===== config.mk =====
export PLATFORM = sky130hd
export DESIGN_NAME = mdio_master
export DESIGN_NICKNAME = d
export VERILOG_FILES = /design/src/rtl/mdio_pkg.sv /design/src/rtl/mdio_ctrl.sv /design/src/rtl/mdio_dpath.sv /design/src/rtl/mdio_master.sv
export SDC_FILE = /design/constraint.sdc
export NUM_CORES = 1
export LEC_CHECK = 0
export BUFFER_PORTS_ARGS = -buffer_cell sky130_fd_sc_hd__buf_2
export CAP_MARGIN = 20
export CORE_MARGIN = 2
export CORE_UTILIZATION = 60
export CTS_CLUSTER_DIAMETER = 80
export DETAILED_ROUTE_END_ITERATION = 12
export GPL_ROUTABILITY_DRIVEN = 0
export PLACE_DENSITY_LB_ADDON = 0.2
export SLEW_MARGIN = 10
export SYNTH_ARGS = -nofsm -noshare
export SYNTH_HDL_FRONTEND = slang
export SYNTH_SLANG_ARGS = --single-unit
export TNS_END_PERCENT = 30

===== constraint.sdc =====
create_clock -name clk -period 3.6 [get_ports clk]
set_input_delay 0 -clock clk [delete_from_list [all_inputs] [get_ports clk]]
set_output_delay 0 -clock clk [all_outputs]
set_load 0.01 [all_outputs]

===== src/rtl/mdio_pkg.sv =====
package mdio_pkg;
  localparam int FRAME_BITS = 64;
  localparam int PRE_BITS   = 32;
  localparam int DATA_BITS  = 16;
  localparam int ADDR_BITS  = 5;
  localparam int TA_FIRST   = FRAME_BITS - DATA_BITS - 2;   // bit index of first turnaround bit
  localparam int DATA_FIRST = FRAME_BITS - DATA_BITS;

  // control-to-datapath strobes
  typedef struct packed {
    logic accept;   // capture command fields into the frame register
    logic load;     // launch first frame bit
    logic shift;    // launch next frame bit
    logic letGo;    // release MDIO for read turnaround
    logic sample;   // shift in one read bit
    logic last;     // final read bit: update read data
    logic done;     // frame finished
  } mdioStb_t;
endpackage


===== src/rtl/mdio_ctrl.sv =====
module mdio_ctrl
  import mdio_pkg::*;
#(
  parameter int FAST_HIGH = 3,
  parameter int FAST_LOW  = 4,
  parameter int SLOW_HIGH = 25,
  parameter int SLOW_LOW  = 25
) (
  input  logic     clk,
  input  logic     rstN,
  input  logic     cmdLoad,
  input  logic     cmdRead,
  input  logic     speedFast,
  output logic     mdc,
  output logic     busy,
  output mdioStb_t stb
);
  localparam int MAX_A  = (FAST_HIGH > FAST_LOW) ? FAST_HIGH : FAST_LOW;
  localparam int MAX_B  = (SLOW_HIGH > SLOW_LOW) ? SLOW_HIGH : SLOW_LOW;
  localparam int MAX_PH = (MAX_A > MAX_B) ? MAX_A : MAX_B;
  localparam int CW     = $clog2(MAX_PH + 1);
  localparam int BW     = $clog2(FRAME_BITS);

  logic [CW-1:0] phaseCnt, phaseLen;
  logic          mdcQ, fastSel, term, riseStb, fallStb;
  logic          startQ, activeQ, readQ, lastBit;
  logic [BW-1:0] bitCnt;

  // phase length for the current MDC level and latched rate
  always_comb begin
    if (mdcQ) phaseLen = fastSel ? CW'(FAST_HIGH) : CW'(SLOW_HIGH);
    else      phaseLen = fastSel ? CW'(FAST_LOW)  : CW'(SLOW_LOW);
    term    = (phaseCnt == phaseLen - CW'(1));
    riseStb = term && !mdcQ;
    fallStb = term && mdcQ;
  end

  always_ff @(posedge clk or negedge rstN) begin
    if (!rstN) begin
      phaseCnt <= '0;
      mdcQ     <= 1'b0;
      fastSel  <= 1'b0;
    end else if (term) begin
      phaseCnt <= '0;
      mdcQ     <= ~mdcQ;
      if (!mdcQ) fastSel <= speedFast;   // rate switches only at a rising edge
    end else begin
      phaseCnt <= phaseCnt + CW'(1);
    end
  end

  always_comb begin
    lastBit    = (bitCnt == BW'(FRAME_BITS - 1));
    stb        = '0;
    stb.accept = cmdLoad && !startQ;
    stb.load   = fallStb && startQ && !activeQ;
    stb.shift  = fallStb && activeQ && !lastBit;
    stb.done   = fallStb && activeQ && lastBit;
    stb.letGo  = stb.shift && readQ && (bitCnt == BW'(TA_FIRST - 1));
    stb.sample = riseStb && activeQ && readQ && (bitCnt >= BW'(DATA_FIRST));
    stb.last   = stb.sample && lastBit;
  end

  always_ff @(posedge clk or negedge rstN) begin
    if (!rstN) begin
      startQ  <= 1'b0;
      activeQ <= 1'b0;
      readQ   <= 1'b0;
      bitCnt  <= '0;
    end else begin
      if (stb.accept) begin
        startQ <= 1'b1;
        readQ  <= cmdRead;
      end
      if (stb.load) begin
        activeQ <= 1'b1;
        bitCnt  <= '0;
      end
      if (stb.shift) bitCnt <= bitCnt + BW'(1);
      if (stb.done) begin
        activeQ <= 1'b0;
        startQ  <= 1'b0;
      end
    end
  end

  assign mdc  = mdcQ;
  assign busy = startQ;
endmodule


===== src/rtl/mdio_dpath.sv =====
module mdio_dpath
  import mdio_pkg::*;
#(
  parameter int PHY_LOW_W = 2
) (
  input  logic                 clk,
  input  logic                 rstN,
  input  mdioStb_t             stb,
  input  logic                 cmdRead,
  input  logic [PHY_LOW_W-1:0] cmdPhyLow,
  input  logic [ADDR_BITS-1:0] cmdRegAddr,
  input  logic [DATA_BITS-1:0] cmdWrData,
  input  logic                 mdioIn,
  output logic                 mdioOut,
  output logic                 mdioOe,
  output logic [DATA_BITS-1:0] rdData
);
  localparam int HI_ZERO = ADDR_BITS - PHY_LOW_W;

  logic [FRAME_BITS-1:0] frameSr, frameNew;
  logic [DATA_BITS-1:0]  rdSr, rdQ;

  always_comb begin
    frameNew = {{PRE_BITS{1'b1}}, 2'b01,
                cmdRead ? 2'b10 : 2'b01,
                {HI_ZERO{1'b0}}, cmdPhyLow, cmdRegAddr,
                cmdRead ? 2'b11 : 2'b10,
                cmdRead ? {DATA_BITS{1'b1}} : cmdWrData};
  end

  always_ff @(posedge clk or negedge rstN) begin
    if (!rstN) begin
      frameSr <= '1;
      mdioOut <= 1'b1;
      mdioOe  <= 1'b0;
      rdSr    <= '0;
      rdQ     <= '0;
    end else begin
      if (stb.accept) frameSr <= frameNew;
      if (stb.load || stb.shift) begin
        mdioOut <= frameSr[FRAME_BITS-1];
        frameSr <= {frameSr[FRAME_BITS-2:0], 1'b1};
      end
      if (stb.load) mdioOe <= 1'b1;
      if (stb.letGo) mdioOe <= 1'b0;
      if (stb.done) begin
        mdioOe  <= 1'b0;
        mdioOut <= 1'b1;
      end
      if (stb.sample) rdSr <= {rdSr[DATA_BITS-2:0], mdioIn};
      if (stb.last)   rdQ  <= {rdSr[DATA_BITS-2:0], mdioIn};
    end
  end

  assign rdData = rdQ;
endmodule


===== src/rtl/mdio_master.sv =====
module mdio_master
  import mdio_pkg::*;
#(
  parameter int FAST_HIGH = 3,
  parameter int FAST_LOW  = 4,
  parameter int SLOW_HIGH = 25,
  parameter int SLOW_LOW  = 25,
  parameter int PHY_LOW_W = 2
) (
  input  logic                 clk,
  input  logic                 rstN,
  input  logic                 cmdLoad,
  input  logic                 cmdRead,
  input  logic [PHY_LOW_W-1:0] cmdPhyLow,
  input  logic [4:0]           cmdRegAddr,
  input  logic [15:0]          cmdWrData,
  input  logic                 speedFast,
  output logic                 busy,
  output logic [15:0]          rdData,
  output logic                 mdc,
  output logic                 mdioOut,
  output logic                 mdioOe,
  input  logic                 mdioIn
);
  mdioStb_t stb;

  mdio_ctrl #(
    .FAST_HIGH(FAST_HIGH), .FAST_LOW(FAST_LOW),
    .SLOW_HIGH(SLOW_HIGH), .SLOW_LOW(SLOW_LOW)
  ) ctrlInst (
    .clk(clk), .rstN(rstN), .cmdLoad(cmdLoad), .cmdRead(cmdRead),
    .speedFast(speedFast), .mdc(mdc), .busy(busy), .stb(stb)
  );

  mdio_dpath #(.PHY_LOW_W(PHY_LOW_W)) dpathInst (
    .clk(clk), .rstN(rstN), .stb(stb), .cmdRead(cmdRead),
    .cmdPhyLow(cmdPhyLow), .cmdRegAddr(cmdRegAddr), .cmdWrData(cmdWrData),
    .mdioIn(mdioIn), .mdioOut(mdioOut), .mdioOe(mdioOe), .rdData(rdData)
  );
endmodule


==> flow_summary.json <==
{
  "status": "completed",
  "final_core_util_pct": 75.3,
  "tns_ns": 0,
  "syn_area_sq_um": 5080,
  "crit_slowest_cell": "or2_2",
  "first_global_vias": 3546,
  "clk_latency_ns": 0.50,
  "cts_tree": "built",
  "layout.nets": 568,
  "wl_per_cell_um": 15.3,
  "powerDensity_nw_per_um2": 668,
  "worst_slew_pin_slew_ns": 0.751,
  "drv_cap": 0,
  "cp.required_ns": 4.02,
  "synth.distinct_cells": 44,
  "ant_nets": 0,
  "row_count": 33,
  "hp-class": "input pin to asynchronous set/reset pin",
  "ios": 49,
  "crit_arrival_ns": 3.13,
  "cts-root-buf": "clkbuf_8",
  "io_buffers": 48,
  "overflow": 0,
  "htree_levels": 4,
  "endpoint_kind": "register",
  "die_h_um": 96,
  "cpPeakStageDelay_ns": 0.70,
  "die-area_sq_um": 9220,
  "initial_core_util_pct": 61.8,
  "crit_top_cell": "buf_4",
  "relSlewSlack_pct": 49.9,
  "clk_pin_slew_ns": 0.05,
  "die_width_um": 96,
  "finalCritPeriodShare_pct": 75.2,
  "startpoint_type": "register",
  "report.final.slew_viol_count": 0,
  "antenna_found_initial": 0,
  "p_leak_uw": 0.00272,
  "worstSetupPathType": "register to register",
  "ys_ff_latch": 113,
  "grt_pass1_wl_um": 16700,
  "postSynthAreaPerCell_sq_um": 10.9,
  "worstPathCellList": "nand4bb_4 > a21o_1 > buf_4 > or2_2 > buf_4 > mux2_2",
  "holdWs_ns": 0.0602,
  "drt-pass1-iter-count": 4,
  "track_usage_pct": 23.7,
  "clk_path_buf_depth": 2,
  "dpl.hpwl_um": 5670,
  "viasPerCell": 5.60,
  "path_max_fanout": 48,
  "clock-skew-final_ns": 0.0105,
  "cts_buffers": 17,
  "grt_max_degree": 52,
  "syn_nets": 500,
  "wl_um": 10000,
  "grt_setup_unrepaired": "no",
  "seq_area_frac_synth_pct": 57.3,
  "vias": 3662,
  "clock_sinks": 113,
  "finalHoldViolCount": 0,
  "core_sq_um": 8220,
  "drt_iter0_markers": 263,
  "antennaDiodeCount": 0,
  "syn_to_final_growth_pct": 21.9,
  "synth_warnings": 0,
  "fmax_mhz": 369,
  "period_minus_slack_ns": 2.71,
  "drc_errors": 0,
  "netlist_instances": 468,
  "peakVddDrop_mv": 0.357,
  "final_layout_size_suffix_gt1_share_pct": 37.2,
  "setup_viol": 0
}
-- metal layers --
metal / vias to the layer above / global-route usage, % / wire [um]
li1: 1749 / - / -
met3: 19 / 5.72 / 427
met1: 1808 / 31.8 / 4570
met2: 86 / 37.3 / 4830
met5: - / 0 / 0
met4: 0 / 9.52 / 186
-- cell type report --
cell class              instances  area (sq um)
fillers                       548          2030
well taps                     105           131
repair buffers                 84           591
clock buffers                  22           443
inverters                       7          26.3
multi-input cells             313          2000
flip-flops and latches        113          2910
clock inverters                10          87.6
-- per-stage QoR --
stage	total power (uW)	setup WS, ns	cell area [sq um]	std cells
after floorplan	2420	1.73	5080	468
after global placement	2580	0.950	5360	593
after detailed placement	2630	0.896	5360	593
after CTS	4160	0.877	6170	653
after global routing	4360	0.694	6190	654
final	4140	0.893	6190	654
-- logic make-up after synthesis --
kind of cell	after synthesis	share of synthesized area, %
and+or+nand+nor	184	17.3
DFF	113	57.3
AOI/OAI and AO/OA	68	7.71
muxes	51	12.0
buffers and inverters	42	3.79
xor gates and xnor gates	7	1.21
adders and majority gates	3	0.739
-- Yosys cell counts, drive strengths merged --
library cell / instances / share of area (%)
nor2: 76 / 5.6
dfstp: 65 / 34
nor3: 59 / 5.8
dfrtp: 48 / 24
mux2: 48 / 11
a21oi: 37 / 3.6
nand2: 28 / 2.1
clkbuf: 22 / 1.7
buf: 13 / 1.6
a31oi: 12 / 1.5
o21ai: 8 / 0.79
inv: 7 / 0.52
nand3: 6 / 0.69
nor2b: 4 / 0.49
xnor2: 4 / 0.69
ha: 3 / 0.74
mux2i: 3 / 0.59
nand4bb: 3 / 1.3
xor2: 3 / 0.52
o221ai: 2 / 0.34
o2bb2ai: 2 / 0.34
or2: 2 / 0.25
a211oi: 1 / 0.15
a21o: 1 / 0.15
a221o: 1 / 0.20
a32o: 1 / 0.20
and2: 1 / 0.12
and3: 1 / 0.12
and4: 1 / 0.17
nand2b: 1 / 0.12
nor4b: 1 / 0.30
o211ai: 1 / 0.15
o22ai: 1 / 0.12
o31ai: 1 / 0.15
or3b: 1 / 0.17
-- repair_timing --
item	CTS	global route
buffers inserted	0	0
hold buffers	28	0
endpoints found under the hold margin	78	0
resized for setup	0	0
-- flip-flops by register name, indices dropped and copies added, names as in the netlist --
signal             cells
dpathInst.rdData      16
dpathInst.mdioOe       1
dpathInst.frameSr     64
ctrlInst.bitCnt        6
ctrlInst.busy          1
dpathInst.mdioOut      1
ctrlInst.mdc           1
dpathInst.rdSr        15
ctrlInst.phaseCnt      5
ctrlInst.fastSel       1
ctrlInst.readQ         1
ctrlInst.activeQ       1
-- placed cells by master, fill, tap and decap left out, types with 3 or more instances in the layout --
cell,instances
clkinvlp_4,5
buf_4,8
nand2_1,27
dfrtp_1,48
nor2_1,76
o21ai_0,8
dlygate4sd3_1,28
inv_1,7
mux2i_1,3
buf_2,47
nand3_1,5
clkinv_2,4
a31oi_1,12
nor3_1,59
mux2_1,3
mux2_4,10
dfstp_2,65
mux2_2,35
nor2b_1,3
clkbuf_1,4
ha_1,3
xor2_1,3
clkbuf_16,16
xnor2_1,4
a21oi_1,37
-- final timing paths --
check | from | end | slack, ns | cells after the start
setup reg to reg | ctrlInst.phaseCnt[1]$_DFF_PN0_ | dpathInst.frameSr[12]$_DFFE_PN1P_ | 0.89 | 6
hold reg to reg | dpathInst.frameSr[27]$_DFFE_PN1P_ | dpathInst.frameSr[28]$_DFFE_PN1P_ | 0.47 | 2
min in group clk | cmdRegAddr[0] | dpathInst.frameSr[18]$_DFFE_PN1P_ | 0.27 | 4
max in group asynchronous | rstN | dpathInst.frameSr[53]$_DFFE_PN1P_ | 2.58 | 3
hold / removal | rstN | ctrlInst.readQ$_DFFE_PN0P_ | 0.06 | 2
setup / recovery | ctrlInst.phaseCnt[1]$_DFF_PN0_ | dpathInst.frameSr[12]$_DFFE_PN1P_ | 0.89 | 6
-- worst max-delay path: cells and delay by family (launching register included) --
family          cells  cell delay, ns
flops               1            0.44
compound gates      1            0.13
simple gates        2            0.92
mux                 1            0.36
buf+inv             2            0.77
-- power by group --
group / leakage [uW] / switching [uW] / total [uW] / internal [uW]
Sequential: 0.00132 / 205 / 1860 / 1650
Combinational: 0.00115 / 420 / 789 / 369
Clock: 0.000247 / 567 / 1490 / 925
Note: power is estimated with default switching activity, not from simulation.
